**src/rtl/sched_pkg.sv**
```systemverilog
package sched_pkg;

    typedef enum logic [1:0] {
        CMD_NOPR = 2'd0,
        CMD_NOPW = 2'd1,
        CMD_RD   = 2'd2,
        CMD_WR   = 2'd3
    } cmd_e;

    typedef enum logic [1:0] {
        ST_RDIR = 2'd0,
        ST_RNOP = 2'd1,
        ST_WNOP = 2'd2,
        ST_WDIR = 2'd3
    } state_e;

endpackage

```
**src/rtl/sched_cfg.sv**
```systemverilog
module sched_cfg #(
    parameter int CNT_W    = 4,
    parameter int MIN_RD   = 4,
    parameter int MIN_WR   = 3,
    parameter int DEF_RD   = 6,
    parameter int DEF_WR   = 5,
    parameter int DEF_LEAD = 2,
    parameter int DEF_LAG  = 2
) (
    input  logic             clk,
    input  logic             rst_n,
    input  logic             hold,
    input  logic [CNT_W-1:0] raw_rd,
    input  logic [CNT_W-1:0] raw_wr,
    input  logic [CNT_W-1:0] raw_lead,
    input  logic [CNT_W-1:0] raw_lag,
    output logic [CNT_W-1:0] rd_n,
    output logic [CNT_W-1:0] wr_n,
    output logic [CNT_W-1:0] lead,
    output logic [CNT_W-1:0] lag
);

    localparam logic [CNT_W-1:0] MIN_RD_V = CNT_W'(MIN_RD);
    localparam logic [CNT_W-1:0] MIN_WR_V = CNT_W'(MIN_WR);

    logic [CNT_W-1:0] rd_c, wr_c, lead_c, lag_c;

    // Idle counts are raised to their floors; the termination offsets
    // are then capped by the idle runs they refer to.
    always_comb begin
        rd_c   = (raw_rd < MIN_RD_V) ? MIN_RD_V : raw_rd;
        wr_c   = (raw_wr < MIN_WR_V) ? MIN_WR_V : raw_wr;
        lead_c = (raw_lead > rd_c) ? rd_c : raw_lead;
        lag_c  = (raw_lag > wr_c) ? wr_c : raw_lag;
    end

    always_ff @(posedge clk) begin
        if (!rst_n) begin
            rd_n <= CNT_W'(DEF_RD);
            wr_n <= CNT_W'(DEF_WR);
            lead <= CNT_W'(DEF_LEAD);
            lag  <= CNT_W'(DEF_LAG);
        end else if (!hold) begin
            rd_n <= rd_c;
            wr_n <= wr_c;
            lead <= lead_c;
            lag  <= lag_c;
        end
    end

endmodule

```
**src/rtl/sched_fsm.sv**
```systemverilog
module sched_fsm
    import sched_pkg::*;
#(
    parameter int ADDR_W = 20,
    parameter int CNT_W  = 4
) (
    input  logic              clk,
    input  logic              rst_n,
    input  logic              req_valid,
    input  logic              req_write,
    input  logic [ADDR_W-1:0] req_addr,
    input  logic [CNT_W-1:0]  rd_n,
    input  logic [CNT_W-1:0]  wr_n,
    input  logic [CNT_W-1:0]  lead,
    input  logic [CNT_W-1:0]  lag,
    output logic              req_ready,
    output logic              hold,
    output logic [1:0]        cmd_code,
    output logic [ADDR_W-1:0] cmd_addr,
    output logic              term_en,
    output logic              drive_low
);

    localparam int KW = CNT_W + 1;

    state_e            state, state_n;
    logic [CNT_W-1:0]  cnt, cnt_n;
    cmd_e              cmd_q, cmd_n;
    logic [ADDR_W-1:0] addr_q, addr_n;
    logic              term_q, term_n;
    logic              dl_q, dl_n;
    logic [KW-1:0]     k_next;

    assign k_next = KW'(cnt) + KW'(1);

    // State register.
    always_ff @(posedge clk) begin
        if (!rst_n) begin
            state <= ST_WDIR;
            cnt   <= '0;
        end else begin
            state <= state_n;
            cnt   <= cnt_n;
        end
    end

    // Next state, handshake and the command chosen for the next cycle.
    always_comb begin
        state_n   = state;
        cnt_n     = cnt;
        cmd_n     = CMD_NOPW;
        addr_n    = '0;
        term_n    = 1'b0;
        req_ready = 1'b0;
        unique case (state)
            ST_WDIR: begin
                req_ready = 1'b1;
                if (req_valid) begin
                    addr_n = req_addr;
                    if (req_write) begin
                        cmd_n = CMD_WR;
                    end else begin
                        cmd_n   = CMD_RD;
                        state_n = ST_RDIR;
                    end
                end
            end
            ST_RDIR: begin
                req_ready = !req_write;
                cmd_n     = CMD_NOPR;
                if (req_valid && !req_write) begin
                    cmd_n  = CMD_RD;
                    addr_n = req_addr;
                end else if (req_valid) begin
                    state_n = ST_RNOP;
                    cnt_n   = CNT_W'(1);
                    term_n  = (KW'(1) + KW'(lead)) > KW'(rd_n);
                end
            end
            ST_RNOP: begin
                if (cnt < rd_n) begin
                    cmd_n  = CMD_NOPR;
                    cnt_n  = cnt + CNT_W'(1);
                    term_n = (k_next + KW'(lead)) > KW'(rd_n);
                end else begin
                    cmd_n   = CMD_NOPW;
                    state_n = ST_WNOP;
                    cnt_n   = CNT_W'(1);
                    term_n  = (lag != '0);
                end
            end
            ST_WNOP: begin
                if (cnt < wr_n) begin
                    cmd_n  = CMD_NOPW;
                    cnt_n  = cnt + CNT_W'(1);
                    term_n = k_next <= KW'(lag);
                end else begin
                    req_ready = 1'b1;
                    state_n   = ST_WDIR;
                    if (req_valid) begin
                        addr_n = req_addr;
                        if (req_write) begin
                            cmd_n = CMD_WR;
                        end else begin
                            cmd_n   = CMD_RD;
                            state_n = ST_RDIR;
                        end
                    end
                end
            end
        endcase
        dl_n = !term_n && (cmd_n != CMD_WR);
    end

    // Registered command-pin outputs.
    always_ff @(posedge clk) begin
        if (!rst_n) begin
            cmd_q  <= CMD_NOPW;
            addr_q <= '0;
            term_q <= 1'b0;
            dl_q   <= 1'b1;
        end else begin
            cmd_q  <= cmd_n;
            addr_q <= addr_n;
            term_q <= term_n;
            dl_q   <= dl_n;
        end
    end

    assign hold      = (state == ST_RNOP) || (state == ST_WNOP);
    assign cmd_code  = cmd_q;
    assign cmd_addr  = addr_q;
    assign term_en   = term_q;
    assign drive_low = dl_q;

endmodule

```
**src/rtl/turnaround_sched.sv**
```systemverilog
module turnaround_sched #(
    parameter int ADDR_W        = 20,
    parameter int CNT_W         = 4,
    parameter int MIN_RD_NOPS   = 4,
    parameter int MIN_WR_NOPS   = 3,
    parameter int DEF_RD_NOPS   = 6,
    parameter int DEF_WR_NOPS   = 5,
    parameter int DEF_TERM_LEAD = 2,
    parameter int DEF_TERM_LAG  = 2
) (
    input  logic              clk,
    input  logic              rst_n,
    input  logic              req_valid,
    output logic              req_ready,
    input  logic              req_write,
    input  logic [ADDR_W-1:0] req_addr,
    input  logic [CNT_W-1:0]  cfg_rd_nops,
    input  logic [CNT_W-1:0]  cfg_wr_nops,
    input  logic [CNT_W-1:0]  cfg_term_lead,
    input  logic [CNT_W-1:0]  cfg_term_lag,
    output logic [1:0]        cmd_code,
    output logic [ADDR_W-1:0] cmd_addr,
    output logic              term_en,
    output logic              drive_low
);

    logic             hold;
    logic [CNT_W-1:0] rd_n, wr_n, lead, lag;

    sched_cfg #(
        .CNT_W   (CNT_W),
        .MIN_RD  (MIN_RD_NOPS),
        .MIN_WR  (MIN_WR_NOPS),
        .DEF_RD  (DEF_RD_NOPS),
        .DEF_WR  (DEF_WR_NOPS),
        .DEF_LEAD(DEF_TERM_LEAD),
        .DEF_LAG (DEF_TERM_LAG)
    ) u_cfg (
        .clk     (clk),
        .rst_n   (rst_n),
        .hold    (hold),
        .raw_rd  (cfg_rd_nops),
        .raw_wr  (cfg_wr_nops),
        .raw_lead(cfg_term_lead),
        .raw_lag (cfg_term_lag),
        .rd_n    (rd_n),
        .wr_n    (wr_n),
        .lead    (lead),
        .lag     (lag)
    );

    sched_fsm #(
        .ADDR_W(ADDR_W),
        .CNT_W (CNT_W)
    ) u_fsm (
        .clk      (clk),
        .rst_n    (rst_n),
        .req_valid(req_valid),
        .req_write(req_write),
        .req_addr (req_addr),
        .rd_n     (rd_n),
        .wr_n     (wr_n),
        .lead     (lead),
        .lag      (lag),
        .req_ready(req_ready),
        .hold     (hold),
        .cmd_code (cmd_code),
        .cmd_addr (cmd_addr),
        .term_en  (term_en),
        .drive_low(drive_low)
    );

endmodule

```
**config.mk**
```make
export PLATFORM = sky130hd
export DESIGN_NAME = turnaround_sched
export DESIGN_NICKNAME = d
export VERILOG_FILES = /design/src/rtl/sched_pkg.sv /design/src/rtl/sched_cfg.sv /design/src/rtl/sched_fsm.sv /design/src/rtl/turnaround_sched.sv
export SDC_FILE = /design/constraint.sdc
export NUM_CORES = 1
export LEC_CHECK = 0
export CAP_MARGIN = 20
export CELL_PAD_IN_SITES_DETAIL_PLACEMENT = 2
export CELL_PAD_IN_SITES_GLOBAL_PLACEMENT = 2
export CORE_UTILIZATION = 27
export CTS_CLUSTER_SIZE = 14
export DETAILED_ROUTE_END_ITERATION = 12
export MAX_ROUTING_LAYER = met4
export PLACE_DENSITY_LB_ADDON = 0.1
export SETUP_SLACK_MARGIN = 0.05
export SLEW_MARGIN = 10
export SYNTH_ARGS = -nofsm -noshare
export SYNTH_HDL_FRONTEND = slang
export SYNTH_SLANG_ARGS = --single-unit
```
**constraint.sdc**
```tcl
create_clock -name clk -period 2.73 [get_ports clk]
set_input_delay 0.273 -clock clk [delete_from_list [all_inputs] [get_ports clk]]
set_output_delay 0.273 -clock clk [all_outputs]
set_load 0.01 [all_outputs]
```
==> results.py <==
metrics = {
    "hold_path": {
        "min-delay-start": "u_cfg.wr_n[2]",
        "class_of_the_tightest_hold_or_removal_check": "reg -> reg",
        "holdPathStages": 2,
        "whs_endpoint": "u_cfg.wr_n[2]",
    },
    "synth": {
        "netlist_instances": 296,
        "synth_area_per_cell_um2": 9.359,
        "synth.top_cells.by_area": "dfxtp_1 (33%), ha_1 (17%), and2_4 (6.3%), inv_1 (4.1%), mux2i_1 (4.0%)",
        "flip_flop_and_latch_count_after_synthesis": 46,
        "synth_edf_count": 0,
        "synth_area_mm2": 0.002770,
        "synth_nets": 374,
        "yosys_most_used_dff": "dfxtp_1",
        "synth_sequential_area_ratio_pct": 33.24,
        "async_reset_ff_share_pct": 0,
        "netlist-cell-type-count": 50,
        "yosysWarningCount": 0,
        "synth_top_area_share_pct": 33.24,
        "post-synth-top-area-cell": "dfxtp_1",
    },
    "route": {
        "drt-wirelength-per-cell_um": 15.26,
        "routed-via-count": 2426,
        "wirelength_um": 7827,
        "initialDrtViolationCount": 54,
        "drt_drc_violations_left": 0,
        "detail_route.vias_per_cell": 4.729,
        "detail_route.first_pass.iterations": 3,
        "ant_nets": 0,
    },
    "layout": {
        "multiInputGateArea_mm2": 0.001854,
        "area.sequential_um2": 927.1,
        "layout.cell_area.non_filler_mm2": 0.003948,
        "diodes": 0,
        "drive_above_1_share_pct": 20.26,
        "n_fill_cell": 1124,
        "syn_to_final_growth_pct": 42.50,
        "finalNetCount": 457,
    },
    "worst_setup_path": {
        "worstPathCellList": "ha_4 > xor2_2 > ha_1 > a21oi_4 > xnor2_4 > ha_4 > a21oi_2 > o21ai_1 > a21o_1 > a2111oi_4 > o32a_1",
        "crit_type": "reg -> reg",
        "cp_data_arrival_time_ps": 2870,
        "worst_path_largest_cell_delay_ps": 370,
        "cpMaxStageDelayCell": "dfxtp_4",
        "timing.critical_path.fanout_max": 3,
        "reg2reg_from": "u_fsm.cnt[0]",
        "setup.worst_path.start_class": "register",
        "timing.rr.end": "u_fsm.drive_low",
        "cp_data_required_time_ps": 2980,
        "critPathMostFrequentCell": "ha_4",
        "setup.worst_path.start": "u_fsm.cnt[0]",
        "ff2ff_setup_slack_ps": 110,
        "worst-r2r-cell-count": 11,
        "timing.critical_path.to_type": "register",
    },
    "run_status": {
        "status": "complete, no violations",
    },
    "place": {
        "placer_congestion": 0.7516,
        "io_buffer_count": 64,
        "dp_slack_ps": -51.72,
        "detailed_place.area_mm2": 0.003679,
        "place.detailed.hpwl_um": 6218,
    },
    "global_routing": {
        "grt_first_pass_wirelength_um": 12940,
        "track_usage_pct": 16.43,
        "grt_max_degree": 21,
        "grtUsageMet2_pct": 28.77,
        "grt_busiest_layer": "met2",
        "grt_overflow": 0,
        "grt_use_met1_pct": 19.66,
        "initial_antenna_violation_count": 0,
        "globalRouteMet3Util_pct": 2.890,
        "grt_pass1_vias": 2623,
    },
    "sta": {
        "clock-skew-final_ps": 8.620,
        "final_setup_vio_count": 0,
        "final_worst_path_period_need_ps": 2620,
        "min_period_over_period_pct": 95.97,
        "tightest_slew_ps": 849.8,
        "final_critical_path_setup_slack_ps": 109.9,
        "timing.final.max_slew_violations": 0,
        "clock.fmax_ghz": 0.3817,
        "max_slew_margin_pct": 43.29,
        "unrepaired_setup_endpoints_after_global_routing": "no",
        "final_hold_viol_count": 0,
    },
    "clocking": {
        "cts_tree": "done",
        "clk_path_buf_depth": 2,
        "tritoncts.num_buffers": 5,
        "numClockSinks": 46,
        "cts_max_level": 2,
        "clock-root-buffer": "clkbuf_8",
        "clk-insertion-delay-late_ps": 300,
        "clk_pin_slew_ps": 90,
    },
    "floorplan": {
        "die_h_um": 103.3,
        "core_area_mm2": 0.009864,
        "num_ports": 65,
        "die_w_um": 103.3,
        "floorplan.rows": 36,
        "starting_density_pct": 28.08,
        "dieArea_mm2": 0.01067,
    },
    "run": {
        "max_cap_violations": 0,
    },
    "power_and_ir_drop": {
        "ir_worst_vdd_v": 0.0003701,
        "power.static_leakage_nw": 1.711,
        "power.density_cell_area_mw_per_mm2": 910.0,
    },
}
## timing repair
item                       CTS  global route
pin swaps                    5            13
setup endpoints to repair    3            22
hold buffers                 0             0
gates resized for setup      7            23
buffers inserted             1             0
## cells in the final DEF, fill, tap and decap left out, types with 4 or more instances in the layout
master / count
o21a_1: 6
nand3_1: 7
ha_4: 5
nand4_1: 4
nor2_1: 8
o21ai_0: 11
a21oi_1: 14
nand2_1: 18
clkbuf_8: 5
inv_1: 30
ha_1: 32
and2_4: 20
nor2b_1: 6
nand2b_1: 9
dfxtp_1: 43
clkdlybuf4s50_1: 63
mux2i_1: 11
buf_4: 20
## per-layer routing
layer | wire [um] | part of all wire [%]
met4 | 72 | 0.92
met2 | 4068 | 52
met1 | 3490 | 45
met5 | 0 | 0
met3 | 195 | 2.5
## area by class of cell
type,count,share of cell area [%]
multi-input cells,211,46.97
flip-flops and latches,46,23.49
repair buffers,85,20.29
well taps,133,4.216
inverters,30,2.853
clock buffers,6,1.838
clock inverters,2,0.3487
## sequential cells by signal (all words and copies together), names as in the netlist
| name | cells |
|---|---|
| u_cfg.lag | 4 |
| u_cfg.lead | 4 |
| u_cfg.rd_n | 4 |
| u_cfg.wr_n | 4 |
| u_fsm.cmd_addr | 20 |
| u_fsm.cmd_code | 2 |
| u_fsm.cnt | 4 |
| u_fsm.drive_low | 1 |
| u_fsm.state | 2 |
| u_fsm.term_en | 1 |
## logic make-up (layout without fill, tap and decap cells)
kind of cell	after synthesis	after routing	share of synthesized area, %
simple gates	89	89	19.69
compound gates	66	66	17.62
flops	46	46	33.24
buf+inv	39	123	5.827
fa+ha+maj	38	38	17.43
mux	11	11	3.975
xor+xnor	7	7	2.213
## power by group
group	total, mW	switching (mW)	leakage, nW	internal, mW
Clock	0.431	0.249	0.0452	0.181
Combinational	2.18	1.11	1.29	1.08
Sequential	0.978	0.130	0.379	0.848
Total	3.59	1.49	1.71	2.11
## synthesized netlist by cell type (all sizes together) (5+ instances only)
master / instances
a2111oi: 5
a21oi: 17
and2: 23
clkbuf: 5
dfxtp: 46
ha: 37
inv: 30
mux2i: 11
nand2: 18
nand2b: 10
nand3: 8
nor2: 11
nor2b: 6
o21a: 6
o21ai: 14
xnor2: 5
## worst max path at each step
stage / end / slack [ps] / depth (start not counted)
floorplan: u_fsm.drive_low / 70 / 11
global placement: u_fsm.drive_low / 50 / 11
detailed placement: u_fsm.drive_low / -50 / 11
CTS: u_fsm.drive_low / 40 / 10
global route: u_fsm.drive_low / 40 / 11
finish: u_fsm.drive_low / 110 / 11
## critical path: cells and delay by family (launching register included)
kind	cells	cell delay (ps)
AO/OA/AOI/OAI	6	1160
adder cells (fa/ha/maj)	3	750
flip-flops	1	370
XOR/XNOR	2	290
## metrics by stage
| stage | std cells | power, mW | TNS (ps) | utilization, % | hold slack, ps |
|---|---|---|---|---|---|
| 2_1_floorplan | 296 | 2.283 | 0 | - | 394.7 |
| 3_3_place_gp | 504 | 2.854 | 0 | 37.29 | 467.5 |
| 3_5_place_dp | 504 | 2.927 | -87.43 | 37.29 | 478.0 |
| 4_1_cts | 513 | 3.430 | 0 | 38.64 | 502.5 |
| 5_1_grt | 513 | 3.926 | 0 | 40.02 | 507.9 |
| 6_report | 513 | 3.592 | 0 | 40.02 | 498.0 |
Note: power is estimated with default switching activity, not from simulation.
